==> config.mk <==
export PLATFORM = sky130hd
export DESIGN_NAME = pgdram_ctrl
export DESIGN_NICKNAME = d
export VERILOG_FILES = /design/src/rtl/pgdram_ctrl.sv
export SDC_FILE = /design/constraint.sdc
export NUM_CORES = 1
export LEC_CHECK = 0
export BUFFER_PORTS_ARGS = -buffer_cell sky130_fd_sc_hd__buf_4
export CAP_MARGIN = 10
export CORE_ASPECT_RATIO = 0.7
export CORE_MARGIN = 2
export CORE_UTILIZATION = 50
export CTS_BUF_LIST = sky130_fd_sc_hd__clkbuf_4 sky130_fd_sc_hd__clkbuf_8
export DETAILED_ROUTE_END_ITERATION = 16
export HOLD_SLACK_MARGIN = 0.1
export PLACE_DENSITY = 0.73
export SYNTH_ARGS = -nofsm -noshare
export SYNTH_HDL_FRONTEND = slang
export SYNTH_SLANG_ARGS = --single-unit
==> constraint.sdc <==
create_clock -name clk -period 3.7 [get_ports clk]
set_input_delay 0.37 -clock clk [delete_from_list [all_inputs] [get_ports clk]]
set_output_delay 0.37 -clock clk [all_outputs]
set_load 0.005 [all_outputs]
==> src/rtl/pgdram_ctrl.sv <==
module pgdram_ctrl #(
  parameter int ROW_W   = 9,
  parameter int COL_W   = 9,
  parameter int DATA_W  = 4,
  parameter int T_RCD   = 2,
  parameter int T_CAS   = 2,
  parameter int T_RP    = 2,
  parameter int T_RFR   = 3,
  parameter int REF_CYC = 31250
) (
  input  logic                   clk,
  input  logic                   rst_n,
  input  logic                   req_valid,
  output logic                   req_ready,
  input  logic                   req_write,
  input  logic [ROW_W+COL_W-1:0] req_addr,
  input  logic [DATA_W-1:0]      req_wdata,
  output logic                   rsp_valid,
  output logic [DATA_W-1:0]      rsp_rdata,
  output logic [((ROW_W>COL_W)?ROW_W:COL_W)-1:0] dram_addr,
  output logic                   dram_ras_n,
  output logic                   dram_cas_n,
  output logic                   dram_we_n,
  output logic                   dram_oe_n,
  output logic [DATA_W-1:0]      dram_dq_out,
  output logic                   dram_dq_oe,
  input  logic [DATA_W-1:0]      dram_dq_in
);

  localparam int MA_W = (ROW_W > COL_W) ? ROW_W : COL_W;
  localparam int TM1  = (T_RCD > T_CAS) ? T_RCD : T_CAS;
  localparam int TM2  = (T_RP > T_RFR) ? T_RP : T_RFR;
  localparam int TMAX = (TM1 > TM2) ? TM1 : TM2;
  localparam int CW   = $clog2(TMAX + 1);
  localparam int RW   = $clog2(REF_CYC + 1);

  typedef enum logic [3:0] {
    S_IDLE, S_ROWSET, S_RAS, S_COLSET, S_CAS, S_OPEN, S_PRE, S_RCAS, S_RRAS
  } st_t;

  typedef enum logic [1:0] { G_ROW, G_REF, G_IDLE } tgt_t;

  st_t               state;
  tgt_t              tgt;
  logic [CW-1:0]     cnt;
  logic [RW-1:0]     ref_cnt;
  logic              ref_pend;
  logic [ROW_W-1:0]  row_q;
  logic [COL_W-1:0]  col_q;
  logic [DATA_W-1:0] wd_q;
  logic              wr_q;
  logic              hit;
  logic              take;

  wire [ROW_W-1:0] req_row = req_addr[ROW_W+COL_W-1:COL_W];
  wire [COL_W-1:0] req_col = req_addr[COL_W-1:0];
  wire             col_ph  = (state == S_COLSET) || (state == S_CAS);

  assign hit       = (req_row == row_q);
  assign req_ready = ((state == S_IDLE) || (state == S_OPEN)) && !ref_pend;
  assign take      = req_valid && req_ready;

  assign dram_ras_n  = !((state == S_RAS) || (state == S_COLSET) || (state == S_CAS) ||
                         (state == S_OPEN) || (state == S_RRAS));
  assign dram_cas_n  = !((state == S_CAS) || (state == S_RCAS) || (state == S_RRAS));
  assign dram_addr   = ((state == S_ROWSET) || (state == S_RAS)) ? MA_W'(row_q) : MA_W'(col_q);
  assign dram_we_n   = !(wr_q && col_ph);
  assign dram_oe_n   = !(!wr_q && (state == S_CAS));
  assign dram_dq_oe  = wr_q && col_ph;
  assign dram_dq_out = wd_q;

  always_ff @(posedge clk or negedge rst_n) begin
    if (!rst_n) begin
      ref_cnt  <= '0;
      ref_pend <= 1'b0;
    end else begin
      if (state == S_RCAS) ref_pend <= 1'b0;
      if (ref_cnt == RW'(REF_CYC - 1)) begin
        ref_cnt  <= '0;
        ref_pend <= 1'b1;
      end else begin
        ref_cnt <= ref_cnt + 1'b1;
      end
    end
  end

  always_ff @(posedge clk or negedge rst_n) begin
    if (!rst_n) begin
      state     <= S_IDLE;
      tgt       <= G_IDLE;
      cnt       <= '0;
      row_q     <= '0;
      col_q     <= '0;
      wd_q      <= '0;
      wr_q      <= 1'b0;
      rsp_valid <= 1'b0;
      rsp_rdata <= '0;
    end else begin
      rsp_valid <= 1'b0;
      if (take) begin
        row_q <= req_row;
        col_q <= req_col;
        wd_q  <= req_wdata;
        wr_q  <= req_write;
      end
      case (state)
        S_IDLE: begin
          if (ref_pend) state <= S_RCAS;
          else if (req_valid) state <= S_ROWSET;
        end
        S_ROWSET: begin
          state <= S_RAS;
          cnt   <= CW'(T_RCD - 1);
        end
        S_RAS: begin
          if (cnt == '0) state <= S_COLSET;
          else cnt <= cnt - 1'b1;
        end
        S_COLSET: begin
          state <= S_CAS;
          cnt   <= CW'(T_CAS - 1);
        end
        S_CAS: begin
          if (cnt == '0) begin
            state <= S_OPEN;
            if (!wr_q) begin
              rsp_rdata <= dram_dq_in;
              rsp_valid <= 1'b1;
            end
          end else begin
            cnt <= cnt - 1'b1;
          end
        end
        S_OPEN: begin
          if (ref_pend) begin
            state <= S_PRE;
            tgt   <= G_REF;
            cnt   <= CW'(T_RP - 1);
          end else if (req_valid) begin
            if (hit) begin
              state <= S_COLSET;
            end else begin
              state <= S_PRE;
              tgt   <= G_ROW;
              cnt   <= CW'(T_RP - 1);
            end
          end
        end
        S_PRE: begin
          if (cnt == '0) begin
            case (tgt)
              G_ROW:   state <= S_ROWSET;
              G_REF:   state <= S_RCAS;
              default: state <= S_IDLE;
            endcase
          end else begin
            cnt <= cnt - 1'b1;
          end
        end
        S_RCAS: begin
          state <= S_RRAS;
          cnt   <= CW'(T_RFR - 1);
        end
        S_RRAS: begin
          if (cnt == '0) begin
            state <= S_PRE;
            tgt   <= G_IDLE;
            cnt   <= CW'(T_RP - 1);
          end else begin
            cnt <= cnt - 1'b1;
          end
        end
        default: state <= S_IDLE;
      endcase
    end
  end

  a_r2_col_addr_setup: assert property (@(posedge clk) disable iff (!rst_n)
    ($fell(dram_cas_n) && !dram_ras_n) |-> $stable(dram_addr));

  a_r3_no_bus_fight: assert property (@(posedge clk) disable iff (!rst_n)
    dram_dq_oe |-> dram_oe_n);

  a_r3_oe_inside_cas: assert property (@(posedge clk) disable iff (!rst_n)
    !dram_oe_n |-> (!dram_cas_n && dram_we_n));

  a_r4_rsp_single: assert property (@(posedge clk) disable iff (!rst_n)
    rsp_valid |=> !rsp_valid);

  a_r5_hit_keeps_row: assert property (@(posedge clk) disable iff (!rst_n)
    (take && (state == S_OPEN) && hit) |=> !dram_ras_n);

  a_r6_pre_min: assert property (@(posedge clk) disable iff (!rst_n)
    $rose(dram_ras_n) |=> dram_ras_n);

  a_r8_cas_first: assert property (@(posedge clk) disable iff (!rst_n)
    ($fell(dram_ras_n) && !dram_cas_n) |-> $past(!dram_cas_n));

  a_r8_ref_quiet: assert property (@(posedge clk) disable iff (!rst_n)
    (!dram_cas_n && dram_ras_n) |-> (!dram_dq_oe && dram_we_n));

  a_r10_busy_after_take: assert property (@(posedge clk) disable iff (!rst_n)
    take |=> !req_ready);

endmodule

==> impl_metrics.yaml, run 1 <==
worst_setup_path:
  critPathMaxFanout: 24
  worstSetupPathType: "reg2out"
  cp.required_ns: 3.33
  cp.arrival_ns: 2.24
  critPathCaptureType: "primary output"
  cp-start-kind: "register"
yosys:
  synth_seq_cells: 52
  ys_warn_count: 0
  synth_ff_type: "dfrtp_1"
  synth-adder-area-share_pct: 1.796
  syn_area_um2: 2786
  synthCells: 256
  muxShareOfSynthArea_pct: 15.36
  synth_nets: 290
  synth_top_family_by_area: "simple AND/OR/NAND/NOR gates"
  synthSimpleGateAreaFrac_pct: 16.26
  async_reset_ff_share_pct: 100.0
  seq_area_frac_synth_pct: 46.74
  ys_types: 48
  synth_enable_flop_cells: 0
  synth_xor_area_share_pct: 7.229
  synth-compound-area-share_pct: 8.801
  avgSynthCellArea_um2: 10.88
finish:
  final_cell_area_um2: 3328
  nets: 336
  n_antenna_cell: 0
  stdcell_count: 375
  fill_cells: 451
  final_util_pct: 62.65
  drive_gt1_share_pct: 36.63
  area_growth_pct: 19.44
die:
  die_area_um2: 6195
  core-area_um2: 5313
  die_h_um: 66.46
  ios: 54
  initial_utilization_pct: 52.45
  rows: 22
  die_w_um: 93.23
clock_network:
  cts_root_buffer: "clkbuf_8"
  cts_max_level: 2
  post_cts_buffers: 0
  cts_tree: "built"
  hold_buffers: 0
  clk_latency_ns: 0.30
  cts_resized: 0
  cts_made_buffers: 5
  path_clk_slew_ns: 0.10
  clkSinkCount: 52
  cts_buffer_depth: 2
global_route:
  grt_remaining_overflow: 0
  antenna_found_initial: 0
  grt_pass1_vias: 1915
  grt_usage_pct: 18.89
  grt_max_degree: 53
  grt_pass1_wl_um: 9128
sta:
  drv_slew: 0
  worst_slew_pin_slew_ns: 0.7086
  max_freq_ghz: 0.3826
  final-setup-viol-count: 0
  rsz0062_at_grt: "no"
  fin_ws_ns: 1.086
  relSlewSlack_pct: 52.76
  setup_tns_ns: 0
  hold_viol: 0
  period_minus_slack_ns: 2.614
  hold_slack_ns: 0.07940
  finalCritPeriodShare_pct: 70.64
  finalClockSkew_ns: 0.009504
route:
  antenna_left: 0
  dr_total_vias: 2044
  drt_pass1_iterations: 7
  drt-total-wl_um: 5463
  drc: 0
  routed_via_density: 5.451
  drt_iter0_drc: 146
  wire_per_inst_um: 14.57
placed_design:
  gp_congestion: 0.8739
  io_buffers: 53
  place_ws_ns: 1.402
  place_area_um2: 3202
  dp_cells: 367
  dp_hpwl_um: 3919
job:
  maxCapViolCount: 0
power:
  ir_drop_mv: 0.3490
  fin_total_pwr_mw: 2.483
  leakagePower_nw: 1.480
  power.density_nw_per_um2: 746.0
status:
  outcome: "finished, final reports clean"
min_path:
  hold_class: "in2async"
==> where the power goes <==
group	internal, mW	switching (mW)
clock network	0.239	0.182
logic	0.666	0.427
registers	0.761	0.208
==> Yosys cell counts, types with 2 or more instances <==
| cell type | count | share of area (%) |
|---|---|---|
| nand4_1 | 6 | 1.3 |
| a31oi_1 | 2 | 0.45 |
| o21ai_0 | 11 | 2.0 |
| clkbuf_1 | 4 | 0.54 |
| buf_2 | 7 | 1.3 |
| nand2_1 | 12 | 1.6 |
| nand3b_1 | 2 | 0.54 |
| a21oi_1 | 7 | 1.3 |
| nand2b_1 | 4 | 0.90 |
| nand3_1 | 12 | 2.2 |
| nor4_2 | 2 | 0.90 |
| a311oi_1 | 2 | 0.63 |
| xnor2_1 | 15 | 4.7 |
| nor3_1 | 2 | 0.36 |
| buf_4 | 3 | 0.81 |
| and3_2 | 2 | 0.54 |
| a22oi_1 | 3 | 0.81 |
| o22ai_1 | 3 | 0.67 |
| nor2_1 | 16 | 2.2 |
| mux2_2 | 37 | 15 |
| xor2_1 | 8 | 2.5 |
| inv_1 | 9 | 1.2 |
| nor2b_1 | 5 | 1.1 |
| or3_1 | 2 | 0.45 |
| dfrtp_1 | 51 | 46 |
| or2_2 | 2 | 0.45 |
| and3_1 | 3 | 0.67 |
| ha_1 | 4 | 1.8 |
==> critical path, cell delays in order, from the launching register on <==
cell     delay [ns]
dfrtp_1        0.81
xnor2_1        0.11
or3_1          0.53
mux2_2         0.36
buf_4          0.14
==> sequential cells by signal (all words and copies together), names as in the netlist, 2 cells and up <==
register     cells
ref_cnt         15
col_q            9
row_q            9
rsp_rdata        4
tgt              2
state            4
dram_dq_out      4
cnt              2
==> placed cells by master (no fill, tap or decap), types with 8 or more instances in the layout <==
cell type  count
mux2_2        37
xor2_1         8
buf_4         53
inv_1          9
o21ai_0       11
xnor2_1       15
nand2_1       12
nand3_1       12
nor2_1        16
dfrtp_1       51
==> path summary, 6_finish.rpt <==
| check | end | depth (start not counted) | start | slack (ns) |
|---|---|---|---|---|
| min reg2reg | dram_dq_out[0] | 1 | dram_dq_out[0] | 0.51 |
| min | col_q[1] | 1 | rst_n | 0.08 |
| max in group asynchronous | ref_cnt[0] | 1 | rst_n | 3.18 |
| max reg2reg | dram_dq_out[3] | 4 | state[1] | 1.51 |
| min in group clk | col_q[8] | 2 | req_addr[8] | 0.29 |
| max | dram_addr[7] | 4 | state[0] | 1.09 |
==> area by class of cell <==
cell class              instances  area (um2)  share of cell area, %
clock buffers                   7       96.34                  2.895
clock inverters                 1       30.03                 0.9023
inverters                       9       33.78                  1.015
multi-input cells             181        1378                  41.39
flip-flops and latches         52        1303                  39.14
well taps                      72       90.09                  2.707
repair buffers                 53       397.9                  11.95
==> kinds of logic (layout without fill, tap and decap cells) <==
family | count (synthesis) | count (layout)
compound gates | 38 | 38
flops | 52 | 52
xor+xnor | 23 | 23
mux | 38 | 38
fa+ha+maj | 4 | 4
simple gates | 78 | 78
buf+inv | 23 | 70
==> layer usage <==
layer	global-route usage, %	vias to the layer above	wire length, um
met2	28.78	67	2359
li1	-	997	-
met3	4.072	2	371
met4	5.147	0	30
met5	0	-	0
met1	27.33	978	2702
No activity file was read; power rests on OpenSTA's default activity.
==> run 2: changes to the inputs <==
--- a/config.mk
+++ b/config.mk
@@ -13,7 +13,7 @@
 export CTS_BUF_LIST = sky130_fd_sc_hd__clkbuf_4 sky130_fd_sc_hd__clkbuf_8
 export DETAILED_ROUTE_END_ITERATION = 16
 export HOLD_SLACK_MARGIN = 0.1
-export PLACE_DENSITY = 0.73
+export PLACE_DENSITY = 0.76
 export SYNTH_ARGS = -nofsm -noshare
 export SYNTH_HDL_FRONTEND = slang
 export SYNTH_SLANG_ARGS = --single-unit
==> constraint.sdc (replaced) <==
create_clock -name clk -period 2.3 [get_ports clk]
set_input_delay 0.23 -clock clk [delete_from_list [all_inputs] [get_ports clk]]
set_output_delay 0.23 -clock clk [all_outputs]
set_load 0.005 [all_outputs]
==> impl_metrics.yaml, run 2 (synthesis gave the netlist of run 1 again) <==
status:
  outcome: "finished, final reports clean"
power:
  p_sw_mw: 1.327
  clkPwrFrac_pct: 13.9
  leakagePower_nw: 1.494
  p_int_mw: 2.591
  power.density_nw_per_um2: 1171
  seqPwrFrac_pct: 36.4
  combPwrFrac_pct: 49.7
  sw_frac_of_total_pct: 33.87
  ir_drop_mv: 0.6114
global_route:
  grt_pass1_vias: 1995
  grt_remaining_overflow: 0
  grt_pass1_wl_um: 9556
  grt_usage_pct: 19.62
  grt_max_degree: 53
  antenna_found_initial: 0
sta:
  setup_tns_ns: 0
  drv_slew: 0
  worst_slew_pin_slew_ns: 0.6323
  final-setup-viol-count: 0
  rsz0062_at_grt: "no"
  period_minus_slack_ns: 2.079
  relSlewSlack_pct: 57.85
  finalCritPeriodShare_pct: 90.39
  finalClockSkew_ns: 0.002474
  max_freq_ghz: 0.4810
  hold_slack_ns: 0.1383
  hold_viol: 0
route:
  drt_iter0_drc: 200
  drt-total-wl_um: 5428
  antenna_left: 0
  dr_total_vias: 2060
  met3_length_um: 315
  top_layer: "met4"
  wire_per_inst_um: 14.25
  routed_via_density: 5.407
  wl_met1_um: 2650
  met2WireLength_um: 2407
  drt_pass1_iterations: 4
  drc: 0
finish:
  drive_gt1_share_pct: 37.54
  layout_common_cells: "58 x buf_4, 51 x dfrtp_1, 37 x mux2_2, 16 x nor2_1, 15 x xnor2_1"
  stdcell_count: 381
  nets: 342
  fill_cells: 438
  reg.largest.list: "ref_cnt x15, col_q x9, row_q x9"
  top_register: "ref_cnt"
  largest_reg_flops: 15
  layout_commonest_cell: "buf_4"
  area_growth_pct: 20.12
  n_antenna_cell: 0
die:
  core-area_um2: 5313
  die_w_um: 93.23
  initial_utilization_pct: 52.45
  die_area_um2: 6195
  die_h_um: 66.46
  ios: 54
  rows: 22
placed_design:
  gp_congestion: 0.9339
  dp_hpwl_um: 3928
  dp_cells: 372
  io_buffers: 53
clock_network:
  cts_root_buffer: "clkbuf_8"
  cts_made_buffers: 5
  clk_latency_ns: 0.31
  cts_resized: 0
  path_clk_slew_ns: 0.09
  cts_max_level: 2
  cts_tree: "built"
  cts_buffer_depth: 2
  clkSinkCount: 52
job:
  maxCapViolCount: 0
worst_setup_path:
  cp.required_ns: 2.07
  cp.arrival_ns: 1.85
  critPathCaptureType: "primary output"
  worstSetupPathType: "reg2out"
  critPathMaxFanout: 9
  cp-start-kind: "register"
min_path:
  hold_class: "in2reg"
==> run 2: power groups by stage <==
stage	registers (mW)	clock network [mW]	logic, mW
6_report	1.43	0.546	1.95
5_1_grt	1.47	0.602	2.16
4_1_cts	1.43	0.564	1.96
3_5_place_dp	1.44	0	1.94
3_3_place_gp	1.43	0	1.91
2_1_floorplan	1.40	0	1.32
==> run 2: path summary, 6_finish.rpt <==
kind	startpoint	end	slack [ns]	cells after the start
max	state[0]	dram_addr[7]	0.22	4
max in group asynchronous	rst_n	ref_cnt[0]	1.39	2
min in group asynchronous	rst_n	col_q[0]	0.49	2
min	req_addr[8]	col_q[8]	0.14	2
max reg2reg	cnt[0]	cnt[0]	0.38	7
min reg2reg	col_q[4]	col_q[4]	0.51	1
==> run 2: worst max-delay path, cell delays in order, from the launching register on <==
cell	delay [ns]
dfrtp_1	0.42
xnor2_1	0.13
or3_1	0.50
mux2_2	0.36
buf_4	0.14
==> run 2: repair_timing <==
item	CTS	global route
endpoints found under the hold margin	51	0
setup buffers	0	0
hold buffers	1	0
==> run 2: through the flow <==
stage	power [mW]	setup WS, ns	cell area [um2]	util, %
6_report	3.918	0.2211	3347	63.00
5_1_grt	4.229	0.1517	3347	63.00
4_1_cts	3.946	0.2065	3347	63.00
3_5_place_dp	3.388	0.3921	3239	60.98
3_3_place_gp	3.336	0.4767	3239	60.98
2_1_floorplan	2.720	0.7154	2786	-
==> run 2: final cells by class <==
type / instances / area (um2) / share of cell area, %
timing repair buffer: 59 / 445.4 / 13.31
clock buffer: 7 / 90.09 / 2.692
inverter: 9 / 33.78 / 1.009
tap: 72 / 90.09 / 2.692
multi-input combinational: 181 / 1378 / 41.16
sequential: 52 / 1303 / 38.92
clock inverter: 1 / 7.507 / 0.2243
==> run 2: layer usage <==
| layer | GRT usage [%] | vias up |
|---|---|---|
| li1 | - | 1017 |
| met1 | 28.36 | 969 |
| met3 | 3.959 | 7 |
| met4 | 4.412 | 0 |
| met2 | 30.67 | 67 |
| met5 | 0 | - |
